### src/rtl/stk_pkg.sv
package stk_pkg;
  localparam int OP_W   = 3;
  localparam int KIND_W = 2;

  typedef enum logic [OP_W-1:0] {
    OP_PLAIN = 3'd0,
    OP_PUSH  = 3'd1,
    OP_POP   = 3'd2,
    OP_CALL  = 3'd3,
    OP_RET   = 3'd4,
    OP_SPREF = 3'd5
  } op_e;

  typedef enum logic [KIND_W-1:0] {
    UK_PASS  = 2'd0,
    UK_STORE = 2'd1,
    UK_LOAD  = 2'd2,
    UK_SYNC  = 2'd3
  } kind_e;

  function automatic logic op_goes_down(logic [OP_W-1:0] op);
    return (op == OP_PUSH) || (op == OP_CALL);
  endfunction

  function automatic logic op_goes_up(logic [OP_W-1:0] op);
    return (op == OP_POP) || (op == OP_RET);
  endfunction

  function automatic logic op_names_sp(logic [OP_W-1:0] op);
    return op == OP_SPREF;
  endfunction
endpackage

### src/rtl/stk_disp_step.sv
module stk_disp_step #(
  parameter int W    = 8,
  parameter int STEP = 8
) (
  input  logic [W-1:0] disp_i,
  input  logic         dn_i,
  input  logic         up_i,
  output logic [W-1:0] next_o,
  output logic [W-1:0] addr_o,
  output logic         oor_o
);
  localparam int XW = W + 1;
  localparam logic [XW-1:0] STEP_X = XW'(STEP);

  function automatic logic [XW-1:0] widen(logic [W-1:0] v);
    return {v[W-1], v};
  endfunction

  // a widened value fits in W signed bits when its two top bits agree
  function automatic logic fits(logic [XW-1:0] v);
    return v[XW-1] == v[XW-2];
  endfunction

  logic [XW-1:0] dn_x;
  logic [XW-1:0] up_x;

  always_comb begin
    dn_x = widen(disp_i) - STEP_X;
    up_x = widen(disp_i) + STEP_X;
    if (dn_i) begin
      next_o = dn_x[W-1:0];
      addr_o = dn_x[W-1:0];
      oor_o  = !fits(dn_x);
    end else if (up_i) begin
      next_o = up_x[W-1:0];
      addr_o = disp_i;
      oor_o  = !fits(up_x);
    end else begin
      next_o = disp_i;
      addr_o = '0;
      oor_o  = 1'b0;
    end
  end
endmodule

### src/rtl/stk_uop_build.sv
module stk_uop_build
  import stk_pkg::*;
#(
  parameter int W     = 8,
  parameter int PAY_W = 16
) (
  input  logic              sync_i,
  input  logic [OP_W-1:0]   op_i,
  input  logic [PAY_W-1:0]  data_i,
  input  logic              dn_i,
  input  logic              up_i,
  input  logic [W-1:0]      disp_i,
  input  logic [W-1:0]      addr_i,
  output logic [KIND_W-1:0] kind_o,
  output logic [OP_W-1:0]   op_o,
  output logic [W-1:0]      off_o,
  output logic [PAY_W-1:0]  data_o
);
  always_comb begin
    if (sync_i) begin
      kind_o = UK_SYNC;
      op_o   = OP_PLAIN;
      off_o  = disp_i;
      data_o = '0;
    end else begin
      op_o   = op_i;
      data_o = data_i;
      off_o  = addr_i;
      if (dn_i)      kind_o = UK_STORE;
      else if (up_i) kind_o = UK_LOAD;
      else           kind_o = UK_PASS;
    end
  end
endmodule

### src/rtl/stk_offset_tracker.sv
module stk_offset_tracker
  import stk_pkg::*;
#(
  parameter int DISP_W = 8,
  parameter int STEP   = 8,
  parameter int PAY_W  = 16
) (
  input  logic              clk,
  input  logic              rst,
  input  logic              in_valid,
  output logic              in_ready,
  input  logic [2:0]        in_op,
  input  logic [PAY_W-1:0]  in_data,
  output logic              out_valid,
  input  logic              out_ready,
  output logic [1:0]        out_kind,
  output logic [2:0]        out_op,
  output logic [DISP_W-1:0] out_off,
  output logic [PAY_W-1:0]  out_data
);
  localparam logic [DISP_W-1:0] STEP_V = DISP_W'(STEP);

  logic [DISP_W-1:0] disp_q;
  logic [DISP_W-1:0] disp_moved;
  logic [DISP_W-1:0] addr_off;
  logic              step_oor;
  logic              is_down, is_up, is_spref, is_plain;
  logic              need_sync, sync_fire, instr_fire;

  assign is_down  = op_goes_down(in_op);
  assign is_up    = op_goes_up(in_op);
  assign is_spref = op_names_sp(in_op);
  assign is_plain = !(is_down || is_up || is_spref);

  stk_disp_step #(.W(DISP_W), .STEP(STEP)) step_i (
    .disp_i (disp_q),
    .dn_i   (is_down),
    .up_i   (is_up),
    .next_o (disp_moved),
    .addr_o (addr_off),
    .oor_o  (step_oor)
  );

  assign need_sync  = in_valid && (is_spref ? (disp_q != '0) : step_oor);
  assign in_ready   = out_ready && !need_sync;
  assign out_valid  = in_valid;
  assign sync_fire  = need_sync && out_ready;
  assign instr_fire = in_valid && in_ready;

  stk_uop_build #(.W(DISP_W), .PAY_W(PAY_W)) build_i (
    .sync_i (need_sync),
    .op_i   (in_op),
    .data_i (in_data),
    .dn_i   (is_down),
    .up_i   (is_up),
    .disp_i (disp_q),
    .addr_i (addr_off),
    .kind_o (out_kind),
    .op_o   (out_op),
    .off_o  (out_off),
    .data_o (out_data)
  );

  always_ff @(posedge clk) begin
    if (rst)                              disp_q <= '0;
    else if (sync_fire)                   disp_q <= '0;
    else if (instr_fire && (is_down || is_up)) disp_q <= disp_moved;
  end

  AST_RESET_IDLE: assert property (@(posedge clk) rst |=> disp_q == '0);
  AST_DOWN_STEP: assert property (@(posedge clk) disable iff (rst)
    (instr_fire && is_down) |=> disp_q == $past(disp_q) - STEP_V);
  AST_UP_STEP: assert property (@(posedge clk) disable iff (rst)
    (instr_fire && is_up) |=> disp_q == $past(disp_q) + STEP_V);
  AST_SYNC_NONZERO: assert property (@(posedge clk) disable iff (rst)
    need_sync |-> disp_q != '0);
  AST_SYNC_ZEROES: assert property (@(posedge clk) disable iff (rst)
    sync_fire |=> disp_q == '0);
  AST_SYNC_STALLS: assert property (@(posedge clk) disable iff (rst)
    (out_valid && out_kind == UK_SYNC) |-> !in_ready);
  AST_PLAIN_KEEP: assert property (@(posedge clk) disable iff (rst)
    (instr_fire && is_plain) |=> $stable(disp_q));
  AST_STALL_KEEP: assert property (@(posedge clk) disable iff (rst)
    (in_valid && !out_ready) |=> $stable(disp_q));
endmodule

### config.mk
export PLATFORM = sky130hd
export DESIGN_NAME = stk_offset_tracker
export DESIGN_NICKNAME = d
export VERILOG_FILES = /design/src/rtl/stk_pkg.sv /design/src/rtl/stk_disp_step.sv /design/src/rtl/stk_uop_build.sv /design/src/rtl/stk_offset_tracker.sv
export SDC_FILE = /design/constraint.sdc
export NUM_CORES = 1
export LEC_CHECK = 0
export BUFFER_PORTS_ARGS = -buffer_cell sky130_fd_sc_hd__buf_4
export CORE_MARGIN = 1.5
export CORE_UTILIZATION = 39
export CTS_BUF_LIST = sky130_fd_sc_hd__clkbuf_8
export DETAILED_ROUTE_END_ITERATION = 8
export PLACE_DENSITY = 0.75
export REMOVE_ABC_BUFFERS = 1
export SLEW_MARGIN = 20
export SYNTH_ARGS = -nofsm -noshare
export SYNTH_HDL_FRONTEND = slang
export SYNTH_SLANG_ARGS = --single-unit
### constraint.sdc
create_clock -name clk -period 2.65 [get_ports clk]
set_input_delay 0.1325 -clock clk [delete_from_list [all_inputs] [get_ports clk]]
set_output_delay 0.1325 -clock clk [all_outputs]
set_load 0.01 [all_outputs]
# --- Word-level counts from Yosys, hierarchy flattened ---
# Cells that the tools add are included.
totals:
  ff_bits: 8
  out_inout_bits: 31
  elab_cells: 38
classes:
  addsub: 2
  eq_ne: 7
  n_mux: 13
  n_reduce_logical: 15
op_table:
  columns: ["op", "n"]
  rows:
  - ["$mux W8", 5]
  - ["$mux W16", 1]
  - ["$add A8 B5 Y9 const B", 1]
  - ["$sub A8 B5 Y9 const B", 1]
  - ["$reduce_bool A8 Y1", 1]
  - ["$eq A3 B2 Y1 const B", 2]
  - ["$eq A3 B3 Y1 const B", 2]
  - ["$mux W2", 3]
  - ["$logic_and A1 B1 Y1", 5]
  - ["$eq A3 B1 Y1 const B", 1]
  - ["$logic_not A1 Y1", 3]
  - ["$logic_or A1 B1 Y1", 3]
  - ["$mux W1", 3]
  - ["$mux W3", 1]
  - ["$eq A1 B1 Y1", 2]
  - ["$reduce_and A2 Y1", 1]
  - ["$reduce_bool A2 Y1", 1]
  - ["$reduce_or A2 Y1", 1]

# --- Longest topological paths before layout ---
logic_depth:
  word_depth: 12
  depth_mapped: 10
  mapped_depth_nobuf: 8

# --- Hierarchy ---
# From an unflattened synthesis, not the netlist that was laid out.
hier_totals:
  cells_unflattened: 146
  hier_area_um2: 1176.1
modules_own_cells:
  columns: ["mod", "n_inst", "cells_each", "area_per_inst_um2"]
  rows:
  - ["stk_offset_tracker", 1, 60, 520.5]
  - ["stk_disp_step", 1, 53, 371.6]
  - ["stk_uop_build", 1, 33, 284.0]

# --- Least setup slack after synthesis ---
# OpenSTA, ideal clock, no wires.
synth_path:
  path_kind: "reg2out"
  startpoint: "register disp_q[3]"
  endpoint: "output out_off[5]"
  t_arrival_ns: 2.404
  path_slack_ns: 0.114
  path_stages_with_launch: 11
  path_cell_list: "dfxtp_1 buf_2 inv_1 ha_1 or4_4 a2111oi_2 o21ai_2 a21oi_2 buf_6 nor4_1 a211o_1"
synth_via:
  elab_chain_cells: 8
synth_rtl:
  columns: ["item", "line_no", "rtl"]
  rows:
  - ["from (decl)", "stk_offset_tracker.sv:23", "logic [DISP_W-1:0] disp_q;"]
  - ["from (signal assigned)", "stk_offset_tracker.sv:67", "else if (instr_fire && (is_down || is_up)) disp_q <= disp_moved;"]
  - ["$add A8 B5 Y9", "stk_disp_step.sv:29", "up_x = widen(disp_i) + STEP_X;"]
  - ["$eq A1 B1 Y1", "stk_disp_step.sv:21", "return v[XW-1] == v[XW-2];"]
  - ["$logic_not A1 Y1", "stk_disp_step.sv:37", "oor_o = !fits(up_x);"]
  - ["$mux W1", "stk_disp_step.sv:34", "end else if (up_i) begin"]
  - ["$mux W1", "stk_disp_step.sv:30", "if (dn_i) begin"]
  - ["$mux W1", "stk_offset_tracker.sv:44", "assign need_sync = in_valid && (is_spref ? (disp_q != '0) : step_oor);"]
  - ["$logic_and A1 B1 Y1", "stk_offset_tracker.sv:44", null]
  - ["$mux W8 *", "stk_uop_build.sv:20", "if (sync_i) begin"]
  - ["to (decl)", "stk_offset_tracker.sv:18", "output logic [DISP_W-1:0] out_off,"]
# Every way passes the cells marked *; elsewhere a longest branch is shown, timed or not.

# --- Worst setup path in the final report ---
layout_path:
  startpoint: "register disp_q[4]"
  endpoint: "output out_off[5]"
# Same word-level chain as after synthesis.

==> run_results.csv <==
group,metric,value,unit
status,outcome,"finished, final reports clean",
timing,fmax,393,MHz
timing,worstMarginPinSlew,0.566,ns
layout,largest_reg_flops,5,
yosys,seq_area_frac_synth,0.124,
global_routing,grt_pass1_wl,3.95,mm
global_routing,grt_pass1_vias,923,
global_routing,grt_overflow,0,
critical_path,path_cells,"buf_4 -> or4_4 -> a2111oi_4 -> o21ai_2 -> a21oi_4 -> nor4_1 -> a211o_1 -> buf_4",
critical_path,path_class,"reg -> out",
critical_path,max_stage_delay,0.54,ns
place,place_hpwl,1.75,mm
die,die_height,48.5,um
die,rows,16,
timing,maxSlewViolCount,0,
routing,dr_total_vias,988,
die,core_area,1960,um2
die,io-pin-count,54,
yosys,ys_warn_count,0,
global_routing,antenna_found_initial,0,
cts,cts_root_buf,"clkbuf_8",
min_path,holdCritPathClass,"in -> reg",
routing,drt-initial-drc-count,20,
yosys,avgSynthCellArea,7.40,um2
layout,nFillCells,176,
layout,n_antenna_cell,0,
place,gp_congestion,0.826,
critical_path,critPathRequiredTime,2.52,ns
place,port_buffers,50,
timing,setup_violations,0,
timing,fin_skew,0.00133,ns
timing,rsz0062_at_grt,"no",
layout,multi_input_comb_area,649,um2
timing,min_period,2.55,ns
critical_path,path_delay_family,"compound AO/OA/AOI/OAI gates",
power_and_ir_drop,vdd_drop_max,0.506,mV
routing,ant_nets,0,
layout,synthToLayoutAreaGrowth,63.6,%
yosys,ys_seq_elements,5,
cts,insertion_delay,0.22,ns
timing,fin_crit_sh,0.961,
layout,layout_commonest_cell,"buf_4",
die,start_util,0.411,
routing,routed_wl,2.35,mm
layout,layout-drive-gt1-share,0.479,
yosys,synth_ff_type,"dfxtp_1",
layout,top_register,"disp_q",
layout,fin_area,1320,um2
critical_path,worstPathArrival,2.41,ns
critical_path,cp_num_buf_inv,2,
power_and_ir_drop,leakage,0.626,nW
die,die-area,2350,um2
cts,clk_pin_slew,0.03,ns
timing,finalHoldViolations,0,
cts,cts_sinks,5,
cts,cts_max_path_buffers,2,
layout,largestRegisters,"disp_q: 5 flops",
critical_path,end_kind,"primary output",
routing,viasPerCell,5.20,
yosys,synth_cell_types,39,
timing,relSlewSlack,0.623,
layout,final_cell_mix,"buf_4, nor2b_1, nor2_1",
die,die_w,48.5,um
routing,drt-wirelength-per-cell,12.4,um
critical_path,cp_slowest_cell,"or4_4",
routing,firstDrtPassIters,4,
layout,layout.nets,189,
yosys,syn-cell-area,807,um2
critical_path,critical_path.most_common_cell,"buf_4",
routing,drc,0,
critical_path,path_max_fanout,7,
global_routing,track_usage,0.212,
cts,htree_levels,1,
power_and_ir_drop,powerDensity,341,nW/um2
place,dpl_cell_area,1190,um2
cts,cts_made_buffers,3,
cts,cts_tree,"done",
layout,regArea,100,um2
layout,utilization,0.673,
timing,fin_setup_tns,0,ns
flow_run,maxCapViolations,0,
yosys,synth-async-reset-ratio,0,
global_routing,grt_max_degree,13,
critical_path,cp-start-kind,"register",
power_and_ir_drop,p_total,0.450,mW
yosys,synth_edf_count,0,
yosys,synth_cells,109,
-- cell usage after synthesis, types with 2 or more instances --
| master | count | area [um2] |
|---|---|---|
| xnor2_1 | 4 | 35.0 |
| a21o_1 | 4 | 30.0 |
| o32ai_1 | 2 | 17.5 |
| ha_1 | 2 | 25.0 |
| a211oi_1 | 2 | 15.0 |
| nor2b_1 | 21 | 131 |
| nor3_1 | 3 | 15.0 |
| nand2_1 | 5 | 18.8 |
| o31ai_1 | 3 | 22.5 |
| or3_1 | 2 | 12.5 |
| xor2_1 | 3 | 26.3 |
| nand4_1 | 2 | 12.5 |
| a2111oi_2 | 2 | 30.0 |
| buf_6 | 2 | 22.5 |
| nand3_1 | 3 | 15.0 |
| dfxtp_1 | 5 | 100 |
| inv_1 | 6 | 22.5 |
| nand2b_1 | 2 | 12.5 |
| nor2_1 | 8 | 30.0 |
| buf_4 | 6 | 45.0 |
| buf_2 | 4 | 20.0 |
-- repair_timing --
action,4_1_cts,5_1_grt
setup endpoints to repair,17,16
setup buffers,4,0
pin swaps,4,4
gates resized for setup,9,4
hold buffers,0,0
-- kinds of logic after synthesis --
| family | count (synthesis) | share of synthesized area |
|---|---|---|
| flops | 5 | 0.124 |
| xor+xnor | 7 | 0.0760 |
| compound gates | 23 | 0.251 |
| buf+inv | 19 | 0.141 |
| fa+ha+maj | 2 | 0.0310 |
| other cells | 1 | 0.00465 |
| simple gates | 52 | 0.372 |
-- worst min-delay path, cell delays in order --
cell and delay [ns]:
buf_4 0.10, a2111oi_2 0.04, a21o_1 0.14
-- stage by stage --
step	hold slack, ns	instances	worst slack [ns]
floorplan	0.265	98	-0.403
global placement	0.463	183	0.194
detailed placement	0.470	183	0.0801
CTS	0.238	190	0.0535
finish	0.241	190	0.104
global route	0.262	190	0.00186
-- power breakdown --
part           switching (mW)  internal, mW
Clock                  0.0355        0.0991
Sequential            0.00442        0.0792
Combinational           0.106         0.126
-- cell type report --
type / count / area share
clock buffer: 3 / 0.0313
clock inverter: 1 / 0.00284
inverter: 6 / 0.0171
multi-input combinational: 87 / 0.492
sequential: 5 / 0.0758
tap: 27 / 0.0256
timing repair buffer: 61 / 0.355
-- final timing paths --
path	start	to	slack [ns]	cells after the start
worst max-delay path	disp_q[4]	out_off[5]	0.10	8
worst min-delay path	rst	disp_q[5]	0.24	3
worst max register to register	disp_q[4]	disp_q[5]	0.35	8
worst min register to register	disp_q[4]	disp_q[4]	0.58	3
-- per-layer routing --
metal | vias up | routed length, um | track usage
li1 | 483 | - | -
met1 | 443 | 900 | 0.235
met2 | 56 | 1130 | 0.356
met3 | 6 | 256 | 0.0710
met4 | 0 | 57 | 0.119
met5 | - | 0 | 0
Note: power is estimated with default switching activity, not from simulation.
